==> src/rtl/pair_pkg.sv <==
package pair_pkg;
  localparam int unsigned CNT_W = 2;

  // A qualified register match: both sides must be enabled and equal.
  function automatic logic reg_hit(input logic en_a, input logic en_b,
                                   input logic [31:0] a, input logic [31:0] b);
    return en_a && en_b && (a == b);
  endfunction

  // Number of issue strobes that are high.
  function automatic logic [CNT_W-1:0] issue_count(input logic m, input logic s);
    return CNT_W'(m) + CNT_W'(s);
  endfunction
endpackage

==> src/rtl/pair_hazard.sv <==
module pair_hazard #(
  parameter int unsigned REG_W   = 5,
  parameter int unsigned NUM_SRC = 2
) (
  input  logic                     ld_has_dest,
  input  logic [REG_W-1:0]         ld_dest,
  input  logic                     tr_has_dest,
  input  logic [REG_W-1:0]         tr_dest,
  input  logic [NUM_SRC-1:0]       tr_src_use,
  input  logic [NUM_SRC*REG_W-1:0] tr_src,
  output logic                     raw_hit,
  output logic                     waw_hit
);
  import pair_pkg::*;

  logic [NUM_SRC-1:0] src_hit;

  for (genvar k = 0; k < NUM_SRC; k++) begin : g_src
    assign src_hit[k] = reg_hit(ld_has_dest, tr_src_use[k],
                                32'(ld_dest), 32'(tr_src[k*REG_W +: REG_W]));
  end

  assign raw_hit = |src_hit;
  assign waw_hit = reg_hit(ld_has_dest, tr_has_dest, 32'(ld_dest), 32'(tr_dest));

  always_comb begin
    // no read overlap is reported without a destination on the lead
    p_raw_needs_dest_r6: assert (!raw_hit || ld_has_dest);
    // no write overlap is reported unless both sides write
    p_waw_needs_dest_r7: assert (!waw_hit || (ld_has_dest && tr_has_dest));
  end
endmodule

==> src/rtl/pair_class.sv <==
module pair_class (
  input  logic ld_simple,
  input  logic ld_branch,
  input  logic tr_simple,
  output logic class_ok
);
  assign class_ok = ld_simple && tr_simple && !ld_branch;
endmodule

==> src/rtl/pair_decide.sv <==
module pair_decide (
  input  logic       ld_valid,
  input  logic       tr_valid,
  input  logic       stall,
  input  logic       class_ok,
  input  logic       raw_hit,
  input  logic       waw_hit,
  input  logic       ld_simple,
  input  logic       tr_simple,
  input  logic       ld_branch,
  output logic       issue_main,
  output logic       issue_sec,
  output logic [1:0] consume
);
  import pair_pkg::*;

  logic go_main;
  logic pair_ok;

  assign go_main    = ld_valid && !stall;
  assign pair_ok    = class_ok && !raw_hit && !waw_hit;
  assign issue_main = go_main;
  assign issue_sec  = go_main && tr_valid && pair_ok;
  assign consume    = issue_count(issue_main, issue_sec);

  always_comb begin
    p_empty_r1:      assert (ld_valid || stall || consume == 2'd0);
    p_stall_r2:      assert (!stall || (!issue_main && !issue_sec));
    p_single_r3:     assert (!(go_main && !tr_valid) || (issue_main && !issue_sec));
    p_simple_r4:     assert ((ld_simple && tr_simple) || !issue_sec);
    p_branch_r5:     assert (!ld_branch || !issue_sec);
    p_raw_r6:        assert (!raw_hit || !issue_sec);
    p_waw_r7:        assert (!waw_hit || !issue_sec);
    p_pair_r8:       assert (!(go_main && tr_valid && pair_ok) || consume == 2'd2);
    p_sec_main_r9:   assert (!issue_sec || issue_main);
  end
endmodule

==> src/rtl/pair_issue_check.sv <==
module pair_issue_check #(
  parameter int unsigned REG_W   = 5,
  parameter int unsigned NUM_SRC = 2
) (
  input  logic                     i1_valid,
  input  logic                     i1_simple,
  input  logic                     i1_branch,
  input  logic                     i1_has_dest,
  input  logic [REG_W-1:0]         i1_dest,
  input  logic                     i2_valid,
  input  logic                     i2_simple,
  input  logic                     i2_has_dest,
  input  logic [REG_W-1:0]         i2_dest,
  input  logic [NUM_SRC-1:0]       i2_src_use,
  input  logic [NUM_SRC*REG_W-1:0] i2_src,
  input  logic                     stall,
  output logic                     issue_main,
  output logic                     issue_sec,
  output logic [1:0]               consume
);
  logic raw_hit;
  logic waw_hit;
  logic class_ok;

  pair_hazard #(.REG_W(REG_W), .NUM_SRC(NUM_SRC)) u_hazard (
    .ld_has_dest (i1_has_dest),
    .ld_dest     (i1_dest),
    .tr_has_dest (i2_has_dest),
    .tr_dest     (i2_dest),
    .tr_src_use  (i2_src_use),
    .tr_src      (i2_src),
    .raw_hit     (raw_hit),
    .waw_hit     (waw_hit)
  );

  pair_class u_class (
    .ld_simple (i1_simple),
    .ld_branch (i1_branch),
    .tr_simple (i2_simple),
    .class_ok  (class_ok)
  );

  pair_decide u_decide (
    .ld_valid   (i1_valid),
    .tr_valid   (i2_valid),
    .stall      (stall),
    .class_ok   (class_ok),
    .raw_hit    (raw_hit),
    .waw_hit    (waw_hit),
    .ld_simple  (i1_simple),
    .tr_simple  (i2_simple),
    .ld_branch  (i1_branch),
    .issue_main (issue_main),
    .issue_sec  (issue_sec),
    .consume    (consume)
  );
endmodule

==> config.mk <==
export PLATFORM = sky130hd
export DESIGN_NAME = pair_issue_check
export DESIGN_NICKNAME = d
export VERILOG_FILES = /design/src/rtl/pair_pkg.sv /design/src/rtl/pair_hazard.sv /design/src/rtl/pair_class.sv /design/src/rtl/pair_decide.sv /design/src/rtl/pair_issue_check.sv
export SDC_FILE = /design/constraint.sdc
export NUM_CORES = 1
export LEC_CHECK = 0
export ABC_AREA = 1
export BUFFER_PORTS_ARGS = -buffer_cell sky130_fd_sc_hd__buf_2
export CORE_MARGIN = 2
export CORE_UTILIZATION = 25
export DETAILED_ROUTE_END_ITERATION = 12
export REMOVE_ABC_BUFFERS = 1
export SLEW_MARGIN = 20
export SYNTH_ARGS = -nofsm -noshare
export SYNTH_HDL_FRONTEND = slang
export SYNTH_HIERARCHICAL = 1
export SYNTH_SLANG_ARGS = --single-unit
==> constraint.sdc <==
create_clock -name vclk -period 1.4
set_input_delay 0.07 -clock vclk [all_inputs]
set_output_delay 0.07 -clock vclk [all_outputs]
set_load 0.05 [all_outputs]
# Word level (Yosys, flattened, before mapping)
# Cells that the tools add are included.
classes:
  n_addsub: 1
  n_eq_ne: 3
  reduce_logical: 18
op_table:
  columns: ["operator", "n"]
  rows:
  - ["$eq A5 B5 Y1", 3]
  - ["$logic_and A1 B1 Y1", 13]
  - ["$logic_not A1 Y1", 4]
  - ["$add A1 B1 Y2", 1]
  - ["$reduce_or A2 Y1", 1]
totals:
  register_bits: 0
  inputBits: 30
  output_inout_bits: 4
  word_cells: 22

# Logic depth before layout (Yosys ltp)
depth:
  ltp_word: 8
  mapped_depth: 10
  mapped_depth_nobuf: 10

# Cells and area by module
# Netlist, hierarchy kept.
modules_own_cells:
  columns: ["module", "n_inst", "cells_per_inst", "area_each_um2", "seq_area_each_um2"]
  rows:
  - ["pair_hazard", 1, 73, 295.3, 0.0]
  - ["pair_decide", 1, 9, 45.0, 0.0]
  - ["pair_class", 1, 2, 10.0, 0.0]

# Worst setup path after synthesis
# OpenSTA, ideal clock, no wires.
synth_timing:
  path_type: "input -> output"
  from: "in i1_dest[0]"
  to: "out consume[1]"
  t_arrival_ps: 1819
  required_ps: 1330
  setup_slack_ps: -489
  path_stages: 10
  n_path_buf: 0
  cell_sequence: "inv_1 -> nand2_1 -> nand2_1 -> nor2_1 -> nand3_1 -> nand2_1 -> inv_1 -> nand3_1 -> nor2_1 -> ha_1"
synth_between:
  elab_chain_cells: 8
  elab_cells_between_ends: 13
  cone_classes: "add/sub (1); eq/ne (3); reduce/logical (9)"
synth_rtl:
  columns: ["item", "line_no", "rtl"]
  rows:
  - ["from (decl)", "pair_issue_check.sv:9", "input logic [REG_W-1:0] i1_dest,"]
  - ["$eq A5 B5 Y1", "pair_pkg.sv:7", "return en_a && en_b && (a == b);"]
  - ["$logic_and A1 B1 Y1", "pair_pkg.sv:7", null]
  - ["$reduce_or A2 Y1 (*)", "pair_hazard.sv:23", "assign raw_hit = |src_hit;"]
  - ["via raw_hit", "pair_issue_check.sv:21", "logic raw_hit;"]
  - ["$logic_not A1 Y1 (*)", "pair_decide.sv:21", "assign pair_ok = class_ok && !raw_hit && !waw_hit;"]
  - ["$logic_and A1 B1 Y1 (*) (2 in series)", "pair_decide.sv:21", null]
  - ["$logic_and A1 B1 Y1 (*)", "pair_decide.sv:23", "assign issue_sec = go_main && tr_valid && pair_ok;"]
  - ["via issue_sec", "pair_issue_check.sv:18", "output logic issue_sec,"]
  - ["$add A1 B1 Y2 (*)", "pair_pkg.sv:12", "return CNT_W'(m) + CNT_W'(s);"]
  - ["to (decl)", "pair_issue_check.sv:19", "output logic [1:0] consume"]
# The timed path passes the listed nets; every way through them passes the cells marked *.

# Final worst setup path
layout_timing:
  from: "in i1_dest[4]"
  to: "out consume[0]"
layout_between:
  elab_chain_cells: 8
  elab_cells_between_ends: 13
  cone_classes: "add/sub (1); eq/ne (3); reduce/logical (9)"
layout_rtl:
  columns: ["item", "line_no"]
  rows:
  - ["$eq A5 B5 Y1", "pair_pkg.sv:7"]
  - ["$logic_and A1 B1 Y1", "pair_pkg.sv:7"]
  - ["$reduce_or A2 Y1 (*)", "pair_hazard.sv:23"]
  - ["via raw_hit", "pair_issue_check.sv:21"]
  - ["$logic_not A1 Y1 (*)", "pair_decide.sv:21"]
  - ["$logic_and A1 B1 Y1 (*) (2 in series)", "pair_decide.sv:21"]
  - ["$logic_and A1 B1 Y1 (*)", "pair_decide.sv:23"]
  - ["$add A1 B1 Y2 (*)", "pair_pkg.sv:12"]
# Marks and branches as above.

==> results.md <==
- GR Util All Layers: 11.2%
- RSZ-0062 raised after global routing: false
- Sequential element share of the synthesized area: 0%
- GP Congestion: 0.709
- Global route overflow: 0
- Vias in the first global route: 469
- Chip height: approximately 41 um
- Number of max-slew violations in the final report: 0
- Xor/xnor share of the synthesized area: 2.50%
- Min cycle time layout: 1.27 ns
- CP Class: in2out
- Peak supply drop: 86.1 uV
- P&R area growth vs syn: 54.6%
- Fmax: 786 MHz
- Slew headroom: 83.4%
- Final period util: 90.9%
- Final setup vio count: 0
- Syn_area_per_cell: 4.17 um2
- Routed wire length: 917 um
- Area leader, netlist: nand2_1
- Crit path DAT: 1.20 ns
- Largest family of logic cells by synthesized area: simple AND/OR/NAND/NOR gates
- Synth Area in Compound Gates: 3.93%
- Routed Antenna Nets: 0
- Vias: 527
- Area contributors post-synth: nand2_1, inv_1, nor2_1, nand3_1, nor2_2
- Antenna Diode Count: 0
- Drt first-iter violations: 3
- Least-Margin Pin Slew: approximately 0.25 ns
- Netlist cell types: 11
- Placement Setup Slack: 0.0671 ns
- Crit-path max FO: 4
- P_leak: 0.391 nW
- Die area: 1720 um2
- YS warnings: 6
- Post-synthesis mux area share: 0%
- Layout clock buffers: 0
- Die width: between 40 and 50 um
- Number of max-cap violations: 0
- Final worst slack: 0.127 ns
- Hold_buf cts: 0
- Crit. End Element: primary output
- # fillers: between 150 and 200
- Setup crit start kind: input port
- Area of the multi-input gates: ~280 um2
- Met3 usage: 0.870%
- Sum Neg Setup Slack: 0 ns
- Seq cells: 0
- Global-route wire length before repair: 1.70 mm
- Adder-cell share of the synthesized area: 3.57%
- Share of cells above drive strength 1: 37.3%
- Layer with the highest usage: met2
- Simple-gate share of the synthesized area: 69.6%
- DR WL/cell: a little under 7 um
- Total core area: 1300 um2
- Post-layout nets: 151
- Hold Crit Class: in2out
- DP HPWL: 836 um
- Run status: complete, no violations
- CTS resizes: 0
- Worst EP required: 1.33 ns
- Sequential cell area: 0 um2
- Postcts setup bufs: 0
- Initial cell density of the core: 26.9%
- Most frequent cells in the layout: nand2_1, buf_2, inv_1, nor2_1, inv_2
- IO Port Bufs: 34
- Power Total: 140 uW
- Largest net degree at the start of global routing: 7
- Met1 usage in global routing: roughly 14%
- Syn Inst Count: 84
- Final Hold Viols: 0
- Initial antenna violation count: 0
- Met2 Use GR: 21.6%
- DRC Markers: 0
- Pre-Repair DR Iteration Count: 2
- IO Count: 34
- Routed vias/inst: 3.96
- Power per Cell Area: 259 nW/um2
- Yosys top cell area share: 41.8%
- Leading cell type in the layout, fill and taps excluded: nand2_1
- Site Rows: 13
- Mapped Area: 350 um2
==> through the flow <==
stage / instances / hold slack (ns) / instance area (um2) / util [%]
final: 133 / 0.481 / 542 / 41.6
after global routing: 133 / 0.510 / 542 / 41.6
after CTS: 133 / 0.483 / 539 / 41.4
after detailed placement: 133 / 0.482 / 539 / 41.4
after global placement: 133 / 0.474 / 539 / 41.4
after floorplan: 84 / 0.325 / 350 / -
==> cell families (layout without fill, tap and decap cells) <==
kind of cell,Yosys count,after routing
and+or+nand+nor,61,61
buffers and inverters,19,53
AOI/OAI and AO/OA,2,2
adders and majority gates,1,1
xor gates and xnor gates,1,1
==> path summary, 6_finish.rpt <==
path	from	to	slack, ns	cells past startpoint
setup / recovery	i1_dest[4]	consume[0]	0.13	12
hold / removal	stall	issue_main	0.48	3
==> final cells by class <==
class                      count  area share, %
inverter                      19           13.2
multi-input combinational     65           51.5
tap                           15           3.46
timing repair buffer          34           31.9
==> layer usage <==
layer	wire (um)	share of wire (%)
met5	0	0
met4	0	0
met3	57	6.2
met2	450	49
met1	409	45
==> cell usage after synthesis <==
| master | n |
|---|---|
| nand3_1 | 4 |
| o21ai_2 | 1 |
| nand2_2 | 1 |
| nand2_1 | 39 |
| xnor2_1 | 1 |
| inv_2 | 4 |
| nor2_1 | 14 |
| ha_1 | 1 |
| o21ai_1 | 1 |
| inv_1 | 15 |
| nor2_2 | 3 |
==> worst max-delay path, cell delays in order <==
cell and delay, ns:
buf_2 0.12, inv_2 0.08, nand2_1 0.05, nand2_1 0.07
nor2_2 0.05, nand3_1 0.05, nand2_1 0.06, inv_1 0.05
nand3_1 0.05, nor2_1 0.12, ha_1 0.25, buf_4 0.19
==> report_power, final <==
part / leakage, nW / switching (mW) / internal, mW
registers: 0 / 0 / 0
logic: 0.391 / 0.0776 / 0.0626
clock network: 0 / 0 / 0
No activity file was read; power rests on OpenSTA's default activity.
